<file path="src/rtl/rrsel_pkg.sv">
package rrsel_pkg;

  localparam logic REG_MASK   = 1'b0;
  localparam logic REG_STATUS = 1'b1;

  // Strobes from control to datapath, applied to the enable word in field order
  typedef struct packed {
    logic fullWr;
    logic bitSet;
    logic bitClr;
    logic ackClr;
  } maskStrobe_t;

endpackage

</file>
<file path="src/rtl/rrsel_ctrl.sv">
module rrsel_ctrl
  import rrsel_pkg::*;
#(
  parameter int NUM_SRC = 32,
  parameter int IDX_W   = 5
) (
  input  logic              clk,
  input  logic              rst_n,
  input  logic              regWrEn,
  input  logic              regAddr,
  input  logic              bitOpEn,
  input  logic              bitOpSet,
  input  logic              takeNext,
  input  logic              pickValid,
  input  logic [IDX_W-1:0]  pickIdx,
  output maskStrobe_t       strb,
  output logic [IDX_W-1:0]  ptrQ
);

  localparam logic [IDX_W-1:0] LAST_IDX = IDX_W'(NUM_SRC - 1);

  logic             takeOk;
  logic [IDX_W-1:0] ptrNext;

  assign takeOk = takeNext && pickValid;

  always_comb begin
    strb.fullWr = regWrEn && (regAddr == REG_MASK);
    strb.bitSet = bitOpEn && bitOpSet;
    strb.bitClr = bitOpEn && !bitOpSet;
    strb.ackClr = takeOk;
  end

  // Pointer lands one past the served index, wrapping at the last source
  always_comb begin
    if (pickIdx == LAST_IDX) ptrNext = '0;
    else                     ptrNext = pickIdx + 1'b1;
  end

  always_ff @(posedge clk or negedge rst_n) begin
    if (!rst_n)      ptrQ <= '0;
    else if (takeOk) ptrQ <= ptrNext;
  end

  AST_PTR_RANGE: assert property (@(posedge clk) disable iff (!rst_n)
    ptrQ <= LAST_IDX);

  AST_PTR_HOLD: assert property (@(posedge clk) disable iff (!rst_n)
    !(takeNext && pickValid) |=> $stable(ptrQ));

  AST_PTR_WRAP: assert property (@(posedge clk) disable iff (!rst_n)
    (takeNext && pickValid && pickIdx == LAST_IDX) |=> ptrQ == '0);

endmodule

</file>
<file path="src/rtl/rrsel_dp.sv">
module rrsel_dp
  import rrsel_pkg::*;
#(
  parameter int NUM_SRC     = 32,
  parameter int IDX_W       = 5,
  parameter int SYNC_STAGES = 2
) (
  input  logic               clk,
  input  logic               rst_n,
  input  logic [NUM_SRC-1:0] srcLevel,
  input  maskStrobe_t        strb,
  input  logic               regAddr,
  input  logic [NUM_SRC-1:0] regWrData,
  output logic [NUM_SRC-1:0] regRdData,
  input  logic [IDX_W-1:0]   bitOpIdx,
  input  logic [IDX_W-1:0]   ptrQ,
  output logic               pickValid,
  output logic [IDX_W-1:0]   pickIdx,
  output logic               cpuIrq
);

  localparam int CAND_W = IDX_W + 1;
  localparam logic [CAND_W-1:0] SRC_CNT = CAND_W'(NUM_SRC);

  logic [NUM_SRC-1:0] syncQ [SYNC_STAGES];
  logic [NUM_SRC-1:0] statusQ;
  logic [NUM_SRC-1:0] maskQ;
  logic [NUM_SRC-1:0] maskD;
  logic [NUM_SRC-1:0] pending;
  logic               pendAny;

  // Level synchroniser chain
  generate
    for (genvar s = 0; s < SYNC_STAGES; s++) begin : g_sync
      always_ff @(posedge clk or negedge rst_n) begin
        if (!rst_n) syncQ[s] <= '0;
        else if (s == 0) syncQ[s] <= srcLevel;
        else syncQ[s] <= syncQ[(s == 0) ? 0 : s - 1];
      end
    end
  endgenerate

  assign statusQ = syncQ[SYNC_STAGES-1];

  // Enable word: full write, then bit op, then acknowledge clear
  always_comb begin
    maskD = maskQ;
    if (strb.fullWr) maskD = regWrData;
    if (strb.bitSet) maskD[bitOpIdx] = 1'b1;
    if (strb.bitClr) maskD[bitOpIdx] = 1'b0;
    if (strb.ackClr) maskD[pickIdx]  = 1'b0;
  end

  always_ff @(posedge clk or negedge rst_n) begin
    if (!rst_n) maskQ <= '0;
    else        maskQ <= maskD;
  end

  assign pending = statusQ & maskQ;
  assign pendAny = |pending;

  // Rotating search: lowest offset from the pointer wins
  always_comb begin
    logic [CAND_W-1:0] cand;
    pickValid = 1'b0;
    pickIdx   = '0;
    for (int k = NUM_SRC - 1; k >= 0; k--) begin
      cand = {1'b0, ptrQ} + CAND_W'(k);
      if (cand >= SRC_CNT) cand = cand - SRC_CNT;
      if (pending[cand[IDX_W-1:0]]) begin
        pickValid = 1'b1;
        pickIdx   = cand[IDX_W-1:0];
      end
    end
  end

  always_ff @(posedge clk or negedge rst_n) begin
    if (!rst_n) cpuIrq <= 1'b0;
    else        cpuIrq <= pendAny;
  end

  always_comb begin
    if (regAddr == REG_STATUS) regRdData = statusQ;
    else                       regRdData = maskQ;
  end

  AST_PICK_PENDING: assert property (@(posedge clk) disable iff (!rst_n)
    pickValid |-> (statusQ[pickIdx] && maskQ[pickIdx]));

  AST_IDLE_QUIET: assert property (@(posedge clk) disable iff (!rst_n)
    (maskQ & statusQ) == '0 |-> !pickValid);

  AST_ACK_MASKED: assert property (@(posedge clk) disable iff (!rst_n)
    strb.ackClr |=> !maskQ[$past(pickIdx)]);

  AST_BIT_ONLY: assert property (@(posedge clk) disable iff (!rst_n)
    (strb.bitSet && !strb.fullWr && !strb.ackClr) |=>
      ($countones(maskQ ^ $past(maskQ)) <= 1));

  AST_IRQ_LAG: assert property (@(posedge clk) disable iff (!rst_n)
    1'b1 |=> cpuIrq == $past(pendAny));

endmodule

</file>
<file path="src/rtl/rr_irq_select.sv">
module rr_irq_select
  import rrsel_pkg::*;
#(
  parameter int NUM_SRC     = 32,
  parameter int SYNC_STAGES = 2,
  localparam int IDX_W      = $clog2(NUM_SRC)
) (
  input  logic               clk,
  input  logic               rst_n,
  input  logic [NUM_SRC-1:0] srcLevel,
  input  logic               regWrEn,
  input  logic               regAddr,
  input  logic [NUM_SRC-1:0] regWrData,
  output logic [NUM_SRC-1:0] regRdData,
  input  logic               bitOpEn,
  input  logic               bitOpSet,
  input  logic [IDX_W-1:0]   bitOpIdx,
  input  logic               takeNext,
  output logic               pickValid,
  output logic [IDX_W-1:0]   pickIdx,
  output logic               cpuIrq
);

  maskStrobe_t      strb;
  logic [IDX_W-1:0] ptrQ;

  rrsel_ctrl #(.NUM_SRC(NUM_SRC), .IDX_W(IDX_W)) u_ctrl (
    .clk(clk), .rst_n(rst_n),
    .regWrEn(regWrEn), .regAddr(regAddr),
    .bitOpEn(bitOpEn), .bitOpSet(bitOpSet),
    .takeNext(takeNext), .pickValid(pickValid), .pickIdx(pickIdx),
    .strb(strb), .ptrQ(ptrQ)
  );

  rrsel_dp #(.NUM_SRC(NUM_SRC), .IDX_W(IDX_W), .SYNC_STAGES(SYNC_STAGES)) u_dp (
    .clk(clk), .rst_n(rst_n),
    .srcLevel(srcLevel), .strb(strb),
    .regAddr(regAddr), .regWrData(regWrData), .regRdData(regRdData),
    .bitOpIdx(bitOpIdx), .ptrQ(ptrQ),
    .pickValid(pickValid), .pickIdx(pickIdx), .cpuIrq(cpuIrq)
  );

endmodule

</file>
<file path="config.mk">
export PLATFORM = sky130hd
export DESIGN_NAME = rr_irq_select
export DESIGN_NICKNAME = d
export VERILOG_FILES = /design/src/rtl/rrsel_pkg.sv /design/src/rtl/rrsel_ctrl.sv /design/src/rtl/rrsel_dp.sv /design/src/rtl/rr_irq_select.sv
export SDC_FILE = /design/constraint.sdc
export NUM_CORES = 1
export LEC_CHECK = 0
export BUFFER_PORTS_ARGS = -buffer_cell sky130_fd_sc_hd__buf_2
export CAP_MARGIN = 20
export CORE_ASPECT_RATIO = 0.6
export CORE_MARGIN = 4
export CORE_UTILIZATION = 40
export CTS_CLUSTER_DIAMETER = 30
export DETAILED_ROUTE_END_ITERATION = 6
export PLACE_DENSITY = 0.67
export SLEW_MARGIN = 10
export SYNTH_ARGS = -nofsm -noshare
export SYNTH_HDL_FRONTEND = slang
export SYNTH_SLANG_ARGS = --single-unit
export TNS_END_PERCENT = 100
</file>
<file path="constraint.sdc">
create_clock -name clk -period 7.2 [get_ports clk]
set_input_delay 1.44 -clock clk [delete_from_list [all_inputs] [get_ports clk]]
set_output_delay 1.44 -clock clk [all_outputs]
set_load 0.01 [all_outputs]
</file>
# After elaboration in Yosys (flattened, before gate mapping)
# Index checks and enable logic that the tools add are counted.
dict set report word_totals {
  reg_bits 102
  inputBits 76
  output_inout_bits 39
}
dict set report op_classes {
  n_addsub 64
  n_lt_le_gt_ge 68
  eq_ne 1
  muxes 170
  n_bitwise 7
  reduce_logical 8
}
# operator n
set ops {}
lappend ops {{5-bit 2-to-1 mux} 65}
lappend ops {{5-bit by 6-bit less-than comparator with 1-bit output (second input constant)} 34}
lappend ops {{6-bit greater-or-equal comparator (second input constant)} 31}
lappend ops {{1-bit binary-select mux with 5-bit select} 32}
lappend ops {{32-bit 2-to-1 mux} 5}
lappend ops {{5-bit by 1-bit subtractor with 5-bit output (second input constant)} 32}
lappend ops {{5-bit by 5-bit adder with 6-bit output (second input constant)} 16}
lappend ops {{32-bit AND} 3}
lappend ops {{1-bit 2-to-1 mux} 66}
lappend ops {{32-bit inverter} 2}
lappend ops {{5-bit by 4-bit adder with 6-bit output (second input constant)} 8}
lappend ops {{32-bit bitwise OR} 1}
lappend ops {{32-bit OR reduction} 1}
lappend ops {{5-bit by 3-bit adder with 6-bit output (second input constant)} 4}
lappend ops {{5-bit by 2-bit adder with 6-bit output (second input constant)} 2}
lappend ops {{1-bit demux with 5-bit select} 2}
lappend ops {{5-bit by 1-bit greater-or-equal comparator with 1-bit output (second input constant)} 2}
lappend ops {{5-bit by 1-bit adder with 6-bit output (second input constant)} 1}
lappend ops {{5-bit by 6-bit greater-or-equal comparator with 1-bit output (second input constant)} 1}
lappend ops {{1-bit logical AND} 6}
lappend ops {{5-bit by 1-bit adder with 5-bit output (second input constant)} 1}
lappend ops {{5-bit equality test (second input constant)} 1}
lappend ops {{1-bit zero test} 1}
lappend ops {{1-bit inverter} 1}

# Depth between registers and ports, before layout
# Gate-level depths: netlist of the first run.
dict set report depth {
  word_depth 44
  depth_mapped 27
  depth_no_buf 17
}

# By module
# Synthesis of the first run repeated with hierarchy kept, for this count alone.
dict set report hier_totals {
  cells_unflattened 1189
  area_unflattened_um2 11000.6
}
# mod n_inst cells_per_inst area_per_inst_um2
set modules_own_cells {}
lappend modules_own_cells {rrsel_dp 1 1165 10720.3}
lappend modules_own_cells {rrsel_ctrl 1 24 280.3}

# Worst setup path before layout of the first run
# OpenSTA, ideal clock, no wires.
dict set report synth_path {
  path_type {register to output}
  start {register u_ctrl.ptrQ[1]}
  end {output pickIdx[3]}
  t_arrival_ns 4.464
  required_time_ns 5.760
  slack_ns 1.296
  path_stages_with_launch 17
  n_path_buf 5
  cell_sequence {dfrtp_1 -> inv_2 -> buf_1 -> clkbuf_1 -> ha_1 -> buf_2 -> inv_2 -> buf_2 -> clkbuf_1 -> mux4_2 -> mux4_2 -> a211oi_1 -> o311ai_1 -> a21oi_1 -> o211ai_1 -> o211ai_4 -> inv_2}
}
dict set report synth_via {
  elab_chain_len 37
  elab_cells_between_ends 223
}
# item line
set synth_lines {}
lappend synth_lines {{from (decl)} rrsel_ctrl.sv:17} ;# output logic [IDX_W-1:0] ptrQ
lappend synth_lines {{from (signal assigned)} rrsel_ctrl.sv:42} ;# else if (takeOk) ptrQ <= ptrNext;
lappend synth_lines {{5-bit by 5-bit adder with 6-bit output} rrsel_dp.sv:68} ;# cand = {1'b0, ptrQ} + CAND_W'(k);
lappend synth_lines {{5-bit by 1-bit subtractor with 5-bit output or 6-bit greater-or-equal comparator (tied branches)} rrsel_dp.sv:69} ;# if (cand >= SRC_CNT) cand = cand - SRC_CNT;
lappend synth_lines {{5-bit 2-to-1 mux} rrsel_dp.sv:69}
lappend synth_lines {{1-bit binary-select mux with 5-bit select} rrsel_dp.sv:70} ;# if (pending[cand[IDX_W-1:0]]) begin
lappend synth_lines {{1-bit 2-to-1 mux (not written as such)} rrsel_dp.sv:70}
lappend synth_lines {{5-bit 2-to-1 mux (31 in a row)} rrsel_dp.sv:70}
lappend synth_lines {{5-bit 2-to-1 mux (*)} rrsel_dp.sv:70}
lappend synth_lines {{to (decl)} rr_irq_select.sv:20} ;# output logic [IDX_W-1:0] pickIdx,
# Mark *: on every way between the ends. The rest lies on a longest branch, timed or not. The select of a mux whose other input is x is not followed.

# Worst setup path after layout of the first run
# Ends and elaborated chain as after synthesis.

==> flow_summary.toml, run 1 <==
[outcome]
outcome = "complete, no violations"

[setup_path]
critPathMaxStageDelay_ns = 0.76
critical_path.cell_chain = "inv_2 > ha_1 > xnor2_4 > mux4_2 > mux4_2 > a211oi_1 > o311ai_1 > a21oi_1 > o211ai_1 > o211ai_4 > inv_2 > buf_2"
slowest_stage = "a211oi_1"
startpoint_type = "flip-flop"
critPathKind = "flip-flop to output port"
timing.critical_path.buf_inv = 3
worst_r2r_startpoint = "u_ctrl.ptrQ[0]$_DFFE_PN0N_"
arrival_ns = 5.21
path_max_fanout = 18
cp-end-kind = "output port"
worst_ep_required_time_ns = 5.76
cp_top_family = "compound AO/OA/AOI/OAI gates"
crit_start = "u_ctrl.ptrQ[1]$_DFFE_PN0N_"

[floorplanning]
ios = 115
die_area_um2 = 31100
chipHeight_um = 138
num_rows = 47
die_w_um = 225
start_util_pct = 40.9
core_area_um2 = 27700

[sta]
rsz0062_at_grt = "false"
fin_tns_setup_ns = 0
min_period_ns = 6.65
layout_setup_ws_ns = 0.549
drv_slew = 0
finClkSkew_ns = 0.0130
slew-limit-headroom_pct = 37.2
setup_viol = 0
finalHoldViolations = 0
timing.fmax_mhz = 150
fin_crit_sh_pct = 92.4
tightestPinTransition_ns = 0.936

[grt]
antenna_found_initial = 3
grt_max_degree = 147
grt-ovfl-total = 0
grt.total_usage_pct = 33.0
grt_pass1_wl_um = 76300
grt_pass1_vias = 11000

[synthesis]
yosys.area.top_type = "dfrtp_1"
syn_inst = 1250
synth_common_cells = "nand2_1 (134), nor2_1 (112), dfrtp_1 (102)"
synth_seq_area_share_pct = 22.6
ys_types = 99
synth_top_flop_cell = "dfrtp_1"
synth_most_common_cell = "nand2_1"
ys_ff_latch = 102
synth_area_um2 = 11300
yosys-top-cells-area = "dfrtp_1 (23%), mux4_2 (15%), mux2i_1 (5.1%)"
syn_nets = 1343
async_flop_share_pct = 100
avgSynthCellArea_um2 = 9.05
yosysWarnings = 0
synth.top_cell.area_share_pct = 22.6
synth_edf_count = 0

[routing]
wl_per_cell_um = 30.9
drt_iter0_drc = 2012
num_vias = 12100
wl_um = 53100
vias_per_cell = 7.02
drc = 0
drt_pass1_iterations = 6
final_antenna_net_count = 0

[placed_design]
routabilityCongestion = 1.03
post-place-ws_ns = 1.07
port_buffers = 114
dp_hpwl_um = 42200

[clocking]
max-clock-path-buffers = 2
numCtsBuffers = 9
insertion_delay_ns = 0.37
clkSinkCount = 102
clockRootBuffer = "clkbuf_16"
post_cts_resized = 0
htree_levels = 3
cts_tree = "yes"
post-cts-setup-buffer-count = 0
postCtsHoldBufs = 0
clk_pin_slew_ns = 0.08

[finish]
fin_util_pct = 45.5
area_growth_pct = 11.3
diodes = 0
drive_gt1_share_pct = 26.3
final_nets = 1438

[worst_hold_path]
hold_class = "flip-flop to flip-flop"
holdCritStartpoint = "u_dp.syncQ[62]$_DFF_PN0_"

[flow_run]
maxCapViolCount = 0
## kinds of logic after synthesis
group / Yosys count / synth area share, %
AND/OR/NAND/NOR: 434 / 18.7
AO/OA/AOI/OAI: 387 / 24.3
adder cells (fa/ha/maj): 17 / 1.88
XOR/XNOR: 37 / 3.33
multiplexers: 180 / 24.9
buffers and inverters: 93 / 4.31
flip-flops: 102 / 22.6
## final timing paths
check                                             end  slack [ns]  depth (start not counted)
min in group asynchronous  u_dp.statusQ[19]$_DFF_PN0_        1.04                          1
setup / recovery                           pickIdx[3]        0.55                         12
hold / removal             u_dp.statusQ[30]$_DFF_PN0_        0.35                          0
setup reg to reg           u_ctrl.ptrQ[4]$_DFFE_PN0N_        1.58                         15
max in group asynchronous  u_ctrl.ptrQ[0]$_DFFE_PN0N_        4.90                          2
hold reg to reg            u_dp.statusQ[30]$_DFF_PN0_        0.35                          0
## metrics by stage
stage / instance area, um2 / std cells / hold WS [ns]
CTS: 12600 / 1716 / 0.351
global route: 12600 / 1717 / 0.358
floorplan: 11300 / 1250 / 0.331
detailed placement: 12300 / 1700 / 0.335
global placement: 12300 / 1700 / 0.335
finish: 12600 / 1717 / 0.349
## registers in the layout (all words and copies together), names as in the netlist
signal,flops
u_dp.statusQ,32
u_dp.cpuIrq,1
u_dp.syncQ,32
u_dp.maskQ,32
u_ctrl.ptrQ,5
## layout make-up
| type | instances | area [um2] |
|---|---|---|
| fillers | 2688 | 15100 |
| multi-input cells | 1055 | 8280 |
| flip-flops and latches | 102 | 2560 |
| repair buffers | 157 | 921 |
| well taps | 367 | 459 |
| clock buffers | 9 | 225 |
| inverters | 20 | 77.6 |
| clock inverters | 7 | 73.8 |
## per-layer routing
layer / track usage [%] / wire length (um) / up-vias / share of wire [%]
met5: 0 / 51 / - / 0.096
met4: 4.80 / 825 / 6 / 1.6
met3: 16.4 / 9550 / 81 / 18
met2: 40.9 / 19500 / 972 / 37
met1: 51.7 / 23100 / 5922 / 44
li1: - / - / 5074 / -
## worst register-to-register path: stages (launching register included)
cell and delay [ns]:
dfrtp_4 0.51, ha_1 0.41, xnor2_1 0.81, o2111ai_1 0.23
nand4_1 0.42, o22ai_1 0.29, nor2_1 0.65, nand3_1 0.35
nor2_1 0.24, nand4_1 0.14, o211ai_2 0.32, inv_1 0.18
ha_1 0.26, nand2_1 0.20, nor4_1 0.11, or3_1 0.38
## placed cells by master, fill, tap and decap left out, types with 10 or more instances in the layout
cell,n
mux2_2,45
o2111ai_1,25
ha_1,17
nand4_1,10
dfrtp_1,100
buf_2,113
buf_4,41
a22oi_1,21
o22ai_1,21
o211ai_1,19
and2_1,10
a21oi_1,64
and3_1,10
nand3_1,57
mux2i_1,58
mux4_2,75
nand2_1,134
inv_1,12
xnor2_1,29
or2_2,13
nor3_1,25
o21a_1,45
a211oi_1,14
o21ai_0,63
nor2_1,112
Power of run 1 is not shown: default switching activity piles up to over one toggle a cycle in this logic, so the estimate is an artifact.
==> inputs of run 2 (changes only) <==
- CORE_UTILIZATION: 40 -> 35
- PLACE_DENSITY: 0.67 -> 0.61
==> run 2 against run 1 <==
Clock skew shrank 0.0025 ns. Sequential share of layout area barely moved. Setup slack lost 0.16 ns. Count of clock-buffer cells in the layout is the same. Critical path depth increased by 1. Hold slack improved by 0.0015 ns. First-iteration DRC count increased by 4.1%. Die area is 14% higher. Global-route usage is 3.4 points lower. Cell count grew 2.5%. Final area fell by 0.11%. Register-to-register slack lost 0.22 ns. Critical path type unchanged. Critical endpoint unchanged. Largest cell class unchanged.
==> flow_summary.toml, run 2 (same netlist as run 1, synthesis figures left out) <==
[outcome]
outcome = "complete, no violations"

[routing]
wl_um = 53900
top_layer = "met5"
drc = 0
num_vias = 12000
vias_per_cell = 6.84
wl_per_cell_um = 30.6
wl_met3_um = 9630
drt_iter0_drc = 2095
wl_met2_um = 19200
drt-met1-wl_um = 24500
drt_pass1_iterations = 6
final_antenna_net_count = 0

[setup_path]
path_max_fanout = 13
startpoint_type = "flip-flop"
r2r_cells = 16
r2r-end = "u_ctrl.ptrQ[4]$_DFFE_PN0N_"
worst_r2r_startpoint = "u_ctrl.ptrQ[1]$_DFFE_PN0N_"
arrival_ns = 5.37
critPathKind = "flip-flop to output port"
cp-end-kind = "output port"
worst_ep_required_time_ns = 5.76
rrSetupSlack_ns = 1.36

[sta]
slew-limit-headroom_pct = 36.9
finalHoldViolations = 0
fin_crit_sh_pct = 94.6
timing.fmax_mhz = 147
rsz0062_at_grt = "false"
tightestPinTransition_ns = 0.947
finClkSkew_ns = 0.0105
min_period_ns = 6.81
drv_slew = 0
fin_tns_setup_ns = 0
setup_viol = 0
hold_ws_ns = 0.351

[finish]
final_nets = 1431
final_common_cell = "nand2_1"
fin_util_pct = 39.9
multi_input_area_um2 = 8290
drive_gt1_share_pct = 26.0
final_cell_mix = "nand2_1 (134), buf_2 (113), nor2_1 (112)"
final-seq-area_um2 = 2560
finalInstanceArea_um2 = 12600
area_growth_pct = 11.2
nFillCells = 3200

[clocking]
insertion_delay_ns = 0.36
max-clock-path-buffers = 2
htree_levels = 3
clkSinkCount = 102
clk_pin_slew_ns = 0.08
post-cts-setup-buffer-count = 0
clockRootBuffer = "clkbuf_16"
cts_tree = "yes"
numCtsBuffers = 9

[placed_design]
dp_hpwl_um = 43300
routabilityCongestion = 1.07
place_area_um2 = 12300
port_buffers = 114

[floorplanning]
num_rows = 50
chipHeight_um = 147
core_area_um2 = 31500
ios = 115
die_area_um2 = 35400
start_util_pct = 35.9
die_w_um = 240

[grt]
antenna_found_initial = 1
grt.total_usage_pct = 29.6
grt_max_degree = 137
grt-ovfl-total = 0
grt_pass1_vias = 11000
grt_pass1_wl_um = 77400

[worst_hold_path]
holdCritStartpoint = "u_dp.syncQ[53]$_DFF_PN0_"
min_path_cells = 0
min_to = "u_dp.statusQ[21]$_DFF_PN0_"
hold_class = "flip-flop to flip-flop"

[flow_run]
maxCapViolCount = 0
[run 2: final cells by class]
type / count / share of cell area (%)
flip-flops and latches: 102 / 20.3
clock inverters: 7 / 0.447
well taps: 416 / 4.14
clock buffers: 9 / 1.79
diodes: 1 / 0.0199
repair buffers: 150 / 6.80
multi-input cells: 1055 / 65.9
inverters: 20 / 0.616
[run 2: repair_timing]
item | in CTS | in global routing
endpoints found under the setup margin | 0 | 1
hold buffers | 0 | 0
gates resized for setup | 0 | 1
[run 2: per-stage QoR]
step | cells | setup WS [ns]
2_1_floorplan | 1250 | 1.30
6_report | 1760 | 0.386
5_1_grt | 1759 | 0.205
4_1_cts | 1759 | 0.301
3_3_place_gp | 1743 | 0.626
3_5_place_dp | 1743 | 0.720
[run 2: layer usage]
metal	global-route usage, %	vias to the layer above
met2	35.5	965
met3	16.3	76
li1	-	5055
met5	0	-
met1	46.4	5938
met4	3.23	2
[run 2: worst max path at each step]
stage | slack (ns) | cells after the start | to | startpoint
floorplan | 1.30 | 16 | pickIdx[3] | u_ctrl.ptrQ[1]$_DFFE_PN0N_
global placement | 0.63 | 13 | pickIdx[3] | u_ctrl.ptrQ[0]$_DFFE_PN0N_
detailed placement | 0.72 | 13 | pickIdx[3] | u_ctrl.ptrQ[0]$_DFFE_PN0N_
CTS | 0.30 | 13 | pickIdx[3] | u_ctrl.ptrQ[0]$_DFFE_PN0N_
global route | 0.20 | 12 | pickIdx[2] | u_ctrl.ptrQ[1]$_DFFE_PN0N_
finish | 0.39 | 13 | pickIdx[3] | u_ctrl.ptrQ[0]$_DFFE_PN0N_
[run 2: worst max-delay path, cell delays in order (launching register included)]
cell and delay, ns:
dfrtp_4 0.53, inv_1 0.22, ha_1 0.39, xnor2_4 0.67, buf_4 0.27, mux4_2 0.56
mux4_2 0.69, a211oi_2 0.54, o311ai_1 0.14, a21oi_1 0.16, o211ai_1 0.16, o211ai_4 0.35
inv_2 0.13, buf_2 0.17
Power of run 2 is left out for the same reason.
==> inputs of run 3 (changes only) <==
- CTS_BUF_LIST: unset -> sky130_fd_sc_hd__clkbuf_4
==> run 3 against run 2 <==
Die area unchanged. Final area decreased by 1.2%. Via count decreased by 0.17%. Sequential share of layout area increased by 0.24 points. Critical path depth decreased by 1. Global-route usage decreased by 0.073 points. Wire length decreased by 0.19%. Maximum frequency decreased by 3.4%. Critical path type unchanged. Critical endpoint is now pickIdx[4].
==> flow_summary.toml, run 3 (same netlist as run 1, synthesis figures left out) <==
[outcome]
outcome = "complete, no violations"

[finish]
final_nets = 1431
area_growth_pct = 9.91
final-seq-area_um2 = 2560
final_cell_mix = "nand2_1 (134), buf_2 (113), nor2_1 (112)"
final_common_cell = "nand2_1"
multi_input_area_um2 = 8300
drive_gt1_share_pct = 26.0
nFillCells = 3216

[setup_path]
cp-end-kind = "output port"
critPathKind = "flip-flop to output port"
worst_ep_required_time_ns = 5.76
timing.critical_path.buf_inv = 3
critical_path.cell_chain = "inv_1 > ha_1 > xnor2_4 > mux4_2 > a22oi_1 > and2_1 > a21oi_1 > o31a_1 > o21ai_0 > o211ai_2 > inv_2 > buf_2"
slowest_stage = "mux4_2"
path_max_fanout = 13
critPathMaxStageDelay_ns = 0.68
cp_top_family = "compound AO/OA/AOI/OAI gates"
arrival_ns = 5.62
startpoint_type = "flip-flop"

[sta]
layout_setup_ws_ns = 0.144
finalHoldViolations = 0
finClkSkew_ns = 0.0226
fin_tns_setup_ns = 0
timing.fmax_mhz = 142
setup_viol = 0
hold_ws_ns = 0.368
fin_crit_sh_pct = 98.0
slew-limit-headroom_pct = 37.7
min_period_ns = 7.06
drv_slew = 0
rsz0062_at_grt = "false"
tightestPinTransition_ns = 0.935

[clocking]
numCtsBuffers = 9
clkSinkCount = 102
cts_tree = "yes"
clockRootBuffer = "clkbuf_4"
insertion_delay_ns = 0.51
clk_pin_slew_ns = 0.18
max-clock-path-buffers = 2
htree_levels = 3

[grt]
grt.total_usage_pct = 29.6
grt-ovfl-total = 0
grt_pass1_vias = 11000
grt_pass1_wl_um = 77200
grt_max_degree = 137
antenna_found_initial = 1

[placed_design]
routabilityCongestion = 1.07
post-place-ws_ns = 0.720
dp_hpwl_um = 43300
port_buffers = 114

[routing]
drt_pass1_iterations = 6
drt_iter0_drc = 2176
final_antenna_net_count = 0
wl_per_cell_um = 30.5
drc = 0
vias_per_cell = 6.83
wl_um = 53800
num_vias = 12000

[floorplanning]
ios = 115
die_w_um = 240
start_util_pct = 35.9
num_rows = 50
core_area_um2 = 31500
chipHeight_um = 147
die_area_um2 = 35400

[worst_hold_path]
hold_class = "flip-flop to flip-flop"

[flow_run]
maxCapViolCount = 0
[run 3: changes by cell type in the layout (fill, tap and decap cells not counted)]
cell / delta
clkbuf_16: -9
clkbuf_4: +9
xor2_2: -1
xor2_4: +1
[run 3: repair_timing]
action,in CTS,in global routing
hold buffers,0,0
endpoints found under the setup margin,0,3
buffers inserted,0,0
resized for setup,0,2
[run 3: worst paths after layout]
kind	start	endpoint	slack (ns)	cells after the start
worst min-delay path	u_dp.syncQ[47]$_DFF_PN0_	u_dp.statusQ[15]$_DFF_PN0_	0.37	0
worst max-delay path	u_ctrl.ptrQ[0]$_DFFE_PN0N_	pickIdx[4]	0.14	12
worst min register to register	u_dp.syncQ[47]$_DFF_PN0_	u_dp.statusQ[15]$_DFF_PN0_	0.37	0
min in group asynchronous	rst_n	u_dp.statusQ[18]$_DFF_PN0_	0.89	1
worst max register to register	u_ctrl.ptrQ[0]$_DFFE_PN0N_	u_ctrl.ptrQ[4]$_DFFE_PN0N_	1.31	14
max in group asynchronous	rst_n	u_ctrl.ptrQ[0]$_DFFE_PN0N_	5.00	2
[run 3: worst register-to-register path, stage by stage (launching register included)]
cell and delay, ns:
dfrtp_4 0.56, inv_1 0.23, ha_1 0.39, xnor2_4 0.66, mux4_2 0.69, a22oi_1 0.66, and2_1 0.50, o221ai_1 0.24
a311oi_1 0.32, o22ai_1 0.15, nor2_1 0.39, ha_1 0.27, nand2_1 0.17, nor4_1 0.41, or3_1 0.19
[run 3: layout make-up]
type / count / share of cell area [%]
multi-input combinational: 1055 / 66.7
clock inverter: 7 / 0.453
timing repair buffer: 150 / 6.88
antenna: 1 / 0.0201
sequential: 102 / 20.6
tap: 416 / 4.19
clock buffer: 9 / 0.543
inverter: 20 / 0.624
[run 3: through the flow]
| step | cells | util [%] | instance area, um2 |
|---|---|---|---|
| 2_1_floorplan | 1250 | - | 11300 |
| 3_3_place_gp | 1743 | 39.0 | 12300 |
| 3_5_place_dp | 1743 | 39.0 | 12300 |
| 4_1_cts | 1759 | 39.4 | 12400 |
| 5_1_grt | 1759 | 39.4 | 12400 |
| 6_report | 1760 | 39.4 | 12400 |
[run 3: routing by layer]
layer / GRT usage, % / part of all wire [%] / routed length [um] / vias to the layer above
met3: 15.7 / 18 / 9620 / 63
li1: - / - / - / 5054
met1: 46.8 / 45 / 24400 / 5944
met5: 0 / 0.032 / 17 / -
met2: 35.3 / 36 / 19200 / 953
met4: 3.08 / 1.1 / 582 / 2
Power of run 3 is left out for the same reason.
